[src/rtl/ocw3_pkg.sv]
package ocw3_pkg;
  localparam int unsigned BYTE_W = 8;
  localparam logic [1:0] CMD3_TAG = 2'b01;

  typedef enum logic {SEL_REQ = 1'b0, SEL_SRV = 1'b1} rdsel_e;

  typedef struct packed {
    logic   hit;
    logic   ld_sel;
    rdsel_e sel;
    logic   ld_smm;
    logic   smm;
    logic   poll;
  } cmd3_t;
endpackage

[src/rtl/ocw3_decode.sv]
module ocw3_decode
  import ocw3_pkg::*;
#(
  parameter int unsigned DW = BYTE_W
) (
  input  logic          wr_en,
  input  logic          port_sel,
  input  logic [DW-1:0] wr_data,
  output cmd3_t         cmd
);
  logic hit;
  assign hit = wr_en && !port_sel && (wr_data[4:3] == CMD3_TAG);

  always_comb begin
    cmd        = '0;
    cmd.hit    = hit;
    cmd.ld_sel = hit && wr_data[1];
    cmd.sel    = wr_data[0] ? SEL_SRV : SEL_REQ;
    cmd.ld_smm = hit && wr_data[5];
    cmd.smm    = wr_data[6];
    cmd.poll   = hit && wr_data[2];
  end
endmodule

[src/rtl/ocw3_prio.sv]
module ocw3_prio #(
  parameter int unsigned N  = 8,
  localparam int unsigned LW = $clog2(N)
) (
  input  logic [N-1:0]  irr,
  input  logic [N-1:0]  isr,
  input  logic [N-1:0]  imr,
  input  logic          smm,
  output logic          found,
  output logic [LW-1:0] level
);
  logic [N-1:0] pend, eff_srv, blk, elig;

  assign pend    = irr & ~imr;
  assign eff_srv = smm ? (isr & imr) : isr;

  assign blk[0] = eff_srv[0];
  for (genvar i = 1; i < N; i++) begin : g_blk
    assign blk[i] = blk[i-1] | eff_srv[i];
  end

  assign elig  = pend & ~blk;
  assign found = |elig;

  always_comb begin
    level = '0;
    for (int k = N - 1; k >= 0; k--) begin
      if (elig[k]) level = k[LW-1:0];
    end
  end
endmodule

[src/rtl/pic_ocw3_unit.sv]
module pic_ocw3_unit
  import ocw3_pkg::*;
#(
  parameter int unsigned N  = 8,
  localparam int unsigned LW = $clog2(N)
) (
  input  logic          clk,
  input  logic          rst,
  input  logic          init_pulse,
  input  logic          wr_en,
  input  logic          rd_en,
  input  logic          port_sel,
  input  logic [N-1:0]  wr_data,
  input  logic [N-1:0]  irr,
  input  logic [N-1:0]  isr,
  input  logic [N-1:0]  imr,
  output logic [N-1:0]  rd_data,
  output logic          smm_active,
  output logic          poll_ack,
  output logic [LW-1:0] poll_level
);
  cmd3_t        cmd;
  rdsel_e       sel_q;
  logic         smm_q, poll_q, ack_q;
  logic [N-1:0] rd_q;
  logic [LW-1:0] lvl_q;
  logic         p_found;
  logic [LW-1:0] p_level;
  logic [N-1:0] poll_byte;
  logic         rd_even;

  ocw3_decode #(.DW(N)) u_dec (
    .wr_en(wr_en), .port_sel(port_sel), .wr_data(wr_data), .cmd(cmd)
  );

  ocw3_prio #(.N(N)) u_prio (
    .irr(irr), .isr(isr), .imr(imr), .smm(smm_q),
    .found(p_found), .level(p_level)
  );

  assign rd_even = rd_en && !port_sel;

  always_comb begin
    poll_byte = '0;
    if (p_found) begin
      poll_byte[N-1]    = 1'b1;
      poll_byte[LW-1:0] = p_level;
    end
  end

  always_ff @(posedge clk) begin
    if (rst) begin
      sel_q  <= SEL_REQ;
      smm_q  <= 1'b0;
      poll_q <= 1'b0;
      ack_q  <= 1'b0;
      lvl_q  <= '0;
      rd_q   <= '0;
    end else if (init_pulse) begin
      sel_q  <= SEL_REQ;
      smm_q  <= 1'b0;
      poll_q <= 1'b0;
      ack_q  <= 1'b0;
    end else begin
      ack_q <= 1'b0;
      if (rd_even) begin
        if (poll_q) begin
          rd_q   <= poll_byte;
          poll_q <= 1'b0;
          ack_q  <= p_found;
          lvl_q  <= p_level;
        end else begin
          rd_q <= (sel_q == SEL_SRV) ? isr : irr;
        end
      end
      if (cmd.ld_sel) sel_q  <= cmd.sel;
      if (cmd.ld_smm) smm_q  <= cmd.smm;
      if (cmd.poll)   poll_q <= 1'b1;
    end
  end

  assign rd_data    = rd_q;
  assign smm_active = smm_q;
  assign poll_ack   = ack_q;
  assign poll_level = lvl_q;

  // ignored writes keep mode flag and selection
  a_r1_ignored_write: assert property (@(posedge clk) disable iff (rst)
    (wr_en && (port_sel || wr_data[4:3] != CMD3_TAG) && !init_pulse)
      |=> ($stable(smm_active) && $stable(sel_q)));

  // bit 5 clear leaves the mode flag alone
  a_r4_smm_hold: assert property (@(posedge clk) disable iff (rst)
    (wr_en && !port_sel && wr_data[4:3] == CMD3_TAG && !wr_data[5] && !init_pulse)
      |=> $stable(smm_active));

  // acknowledge is a single-cycle pulse matching the poll byte
  a_r8_ack_pulse: assert property (@(posedge clk) disable iff (rst)
    poll_ack |=> !poll_ack);
  a_r8_ack_byte: assert property (@(posedge clk) disable iff (rst)
    poll_ack |-> (rd_data[N-1] && rd_data[LW-1:0] == poll_level
                  && rd_data[N-2:LW] == '0));

  // an acknowledge consumes the armed poll
  a_r5_one_shot: assert property (@(posedge clk) disable iff (rst)
    (poll_ack && !$past(cmd.poll)) |-> !poll_q);

  // init pulse restores defaults
  a_r9_init: assert property (@(posedge clk) disable iff (rst)
    init_pulse |=> (!smm_active && !poll_q && sel_q == SEL_REQ && !poll_ack));
endmodule

[config.mk]
export PLATFORM = sky130hd
export DESIGN_NAME = pic_ocw3_unit
export DESIGN_NICKNAME = d
export VERILOG_FILES = /design/src/rtl/ocw3_pkg.sv /design/src/rtl/ocw3_decode.sv /design/src/rtl/ocw3_prio.sv /design/src/rtl/pic_ocw3_unit.sv
export SDC_FILE = /design/constraint.sdc
export NUM_CORES = 1
export LEC_CHECK = 0
export ABC_CLOCK_PERIOD_IN_PS = 1200
export BUFFER_PORTS_ARGS = -buffer_cell sky130_fd_sc_hd__buf_4
export CAP_MARGIN = 40
export CORE_MARGIN = 2
export CORE_UTILIZATION = 40
export CTS_BUF_LIST = sky130_fd_sc_hd__clkbuf_16
export CTS_CLUSTER_DIAMETER = 60
export DETAILED_ROUTE_END_ITERATION = 6
export PLACE_DENSITY = 0.75
export SLEW_MARGIN = 20
export SYNTH_ARGS = -nofsm -noshare
export SYNTH_HDL_FRONTEND = slang
export SYNTH_SLANG_ARGS = --single-unit
[constraint.sdc]
create_clock -name clk -period 1.2 [get_ports clk]
set_input_delay 0.18 -clock clk [delete_from_list [all_inputs] [get_ports clk]]
set_output_delay 0.18 -clock clk [all_outputs]
set_load 0.1 [all_outputs]
==> impl_metrics.json <==
{
  "place_inst": 220,
  "cp.required_ns": 1.38,
  "layout_commonest_cell": "buf_4",
  "tightest_slew_ns": 0.446,
  "final_area_mm2": 0.00175,
  "fin_crit_sh_pct": 115,
  "antenna_cells": 0,
  "grtUsageMet3_pct": 7.22,
  "peakVddDrop_mv": 1.30,
  "die_area_mm2": 0.00292,
  "cts_root_buffer": "clkbuf_16",
  "cts_tree": "built",
  "die_w_um": 54.1,
  "cts_sinks": 15,
  "clkTransAtPathRegs_ns": 0.04,
  "grt_max_degree": 16,
  "drv_slew": 0,
  "fin_cells": 226,
  "fillers": 202,
  "grt_busiest_layer": "met2",
  "crit_type": "register to register",
  "use_met1_pct": 23.6,
  "ys_ff_latch": 15,
  "synth_cells": 126,
  "gr-total-overflow": 0,
  "failed_checks": "negative setup slack",
  "hold_viol": 0,
  "num_rows": 18,
  "antenna_found_initial": 0,
  "finalSetupViolCount": 9,
  "wl_mm": 3.29,
  "dp_slack_ns": -0.285,
  "synth_edf_count": 0,
  "p_leak_nw": 0.736,
  "synthFlopType": "dfxtp_1",
  "worstPathMaxFanout": 7,
  "p_per_area_mw_per_mm2": 860,
  "fmax_mhz": 725,
  "final_cell_mix": "buf_4, nor2_1, mux2i_1, nor3_1, nand2_1",
  "slowest_delay_ns": 0.37,
  "clock_latency_ns": 0.24,
  "yosys_warnings": 0,
  "hold_buffers": 0,
  "placed_area_mm2": 0.00157,
  "relSlewSlack_pct": 70.3,
  "gr-usage-all-layers_pct": 23.6,
  "grt_use_met2_pct": 44.9,
  "drtIter0Drc": 16,
  "ant_nets": 0,
  "start_util_pct": 41.2,
  "hpwlAfterDp_mm": 2.45,
  "area_delta_synth_final_pct": 74.2,
  "path_delay_family": "compound AO/OA/AOI/OAI gates",
  "hp-class": "input pin to register",
  "grt_pass1_wl_mm": 4.95,
  "vias": 1227,
  "h-tree-depth": 1,
  "fp.coreArea_mm2": 0.00243,
  "slowest_stage": "dfxtp_4",
  "io_buffer_count": 49,
  "cap_violations": 0,
  "synth_nets": 164,
  "path_buf_inv": 1,
  "io_pins": 51,
  "crit_chain": "buf_6, o21ai_4, o211ai_1, nand4bb_1, a21oi_1",
  "finalWorstSetupSlack_ns": -0.179,
  "rsz0062_at_grt": "yes",
  "min_period_ns": 1.38,
  "clock_skew_ns": 0.000566,
  "via_per_inst": 5.43,
  "gp_congestion": 0.961,
  "synthArstFlopShare_pct": 0,
  "p_total_mw": 1.50,
  "grt_pass1_vias": 1217,
  "synth_seq_area_share_pct": 30.0,
  "die_h_um": 54.1,
  "fin_nets": 235,
  "cts_buffers": 3,
  "arrival_ns": 1.55,
  "critPathLaunchType": "register",
  "synth_area_mm2": 0.00100,
  "synth_cell_types": 38,
  "drc_errors": 0,
  "status": "finished with violations",
  "synth_area_per_cell_um2": 7.95,
  "final_layout_size_suffix_gt1_share_pct": 53.6,
  "clk_path_buf_depth": 2,
  "dr.pass1.iters": 4,
  "avgRoutedWirePerCell_um": 14.6,
  "end_kind": "register"
}
cells in the mapped netlist (2+ instances only):
| library cell | count | area share, % |
|---|---|---|
| nand2_1 | 9 | 3.4 |
| nand3b_1 | 3 | 2.2 |
| nor2b_1 | 8 | 5.0 |
| o21ai_1 | 3 | 1.5 |
| a31oi_1 | 3 | 1.9 |
| clkbuf_1 | 2 | 0.75 |
| nor2_1 | 11 | 4.1 |
| a22oi_1 | 3 | 2.2 |
| o21ai_0 | 4 | 2.0 |
| o211ai_1 | 2 | 1.5 |
| a211oi_1 | 2 | 1.5 |
| a21boi_0 | 2 | 1.5 |
| nand2b_1 | 4 | 2.5 |
| inv_1 | 2 | 0.75 |
| mux2i_1 | 10 | 10 |
| buf_2 | 4 | 2.0 |
| a21oi_1 | 9 | 4.5 |
| dfxtp_1 | 15 | 30 |
| nor3_1 | 11 | 5.5 |
worst register-to-register path: stages (launching register included):
cell       delay, ns
dfxtp_4         0.37
buf_6           0.14
o21ai_4         0.21
o211ai_1        0.16
nand4bb_1       0.27
a21oi_1         0.17
through the flow:
stage | hold slack [ns] | utilization (%) | setup TNS [ns]
after floorplan | 0.249 | - | -1.57
after global placement | 0.447 | 64.4 | -2.36
after detailed placement | 0.455 | 64.4 | -2.87
after CTS | 0.208 | 70.1 | -0.814
after global routing | 0.220 | 71.8 | -1.52
final | 0.210 | 71.8 | -0.962
area by class of cell:
type	instances	area, µm²	share of cell area [%]
flip-flops and latches	15	317	18.1
repair buffers	72	561	32.1
multi-input cells	103	744	42.7
inverters	2	7.51	0.430
clock inverters	1	3.75	0.215
clock buffers	3	75.1	4.30
well taps	30	37.5	2.15
cell families (layout without fill, tap and decap cells):
kind of cell / after synthesis / count (layout) / share of synthesized area [%]
multiplexers: 10 / 10 / 9.99
flip-flops: 15 / 15 / 30.0
buffers and inverters: 8 / 78 / 3.50
AO/OA/AOI/OAI: 36 / 36 / 24.5
AND/OR/NAND/NOR: 57 / 57 / 32.1
power by group:
part | leakage [nW] | internal, mW | switching, mW
sequential | 0.126 | 0.506 | 0.00691
combinational | 0.568 | 0.172 | 0.191
clock | 0.0423 | 0.440 | 0.186
sequential cells by signal, summed over array words and instances, names as in the netlist:
register,cells
smm_active,1
poll_ack,1
rd_data,8
poll_q,1
poll_level,3
sel_q,1
final timing paths:
| check | depth (start not counted) | end | slack [ns] | startpoint |
|---|---|---|---|---|
| setup / recovery | 5 | rd_data[2] | -0.18 | smm_active |
| hold / removal | 2 | poll_level[2] | 0.21 | rst |
| setup reg to reg | 5 | rd_data[2] | -0.18 | smm_active |
| hold reg to reg | 2 | rd_data[4] | 0.48 | rd_data[4] |
what timing repair did:
item                                    CTS  global route
endpoints found under the setup margin   13            12
gates resized for setup                  17             9
setup buffers                             1             1
hold endpoints to repair                  0             0
pin swaps                                10            10
gates cloned                              0             0
routing by layer:
layer  part of all wire (%)  up-vias  wire length, µm
met4                    2.0        0               67
met1                     38      558             1270
li1                       -      607                -
met2                     52       56             1700
met5                      0        -                0
met3                    7.8        6              258
Note: power is estimated with default switching activity, not from simulation.
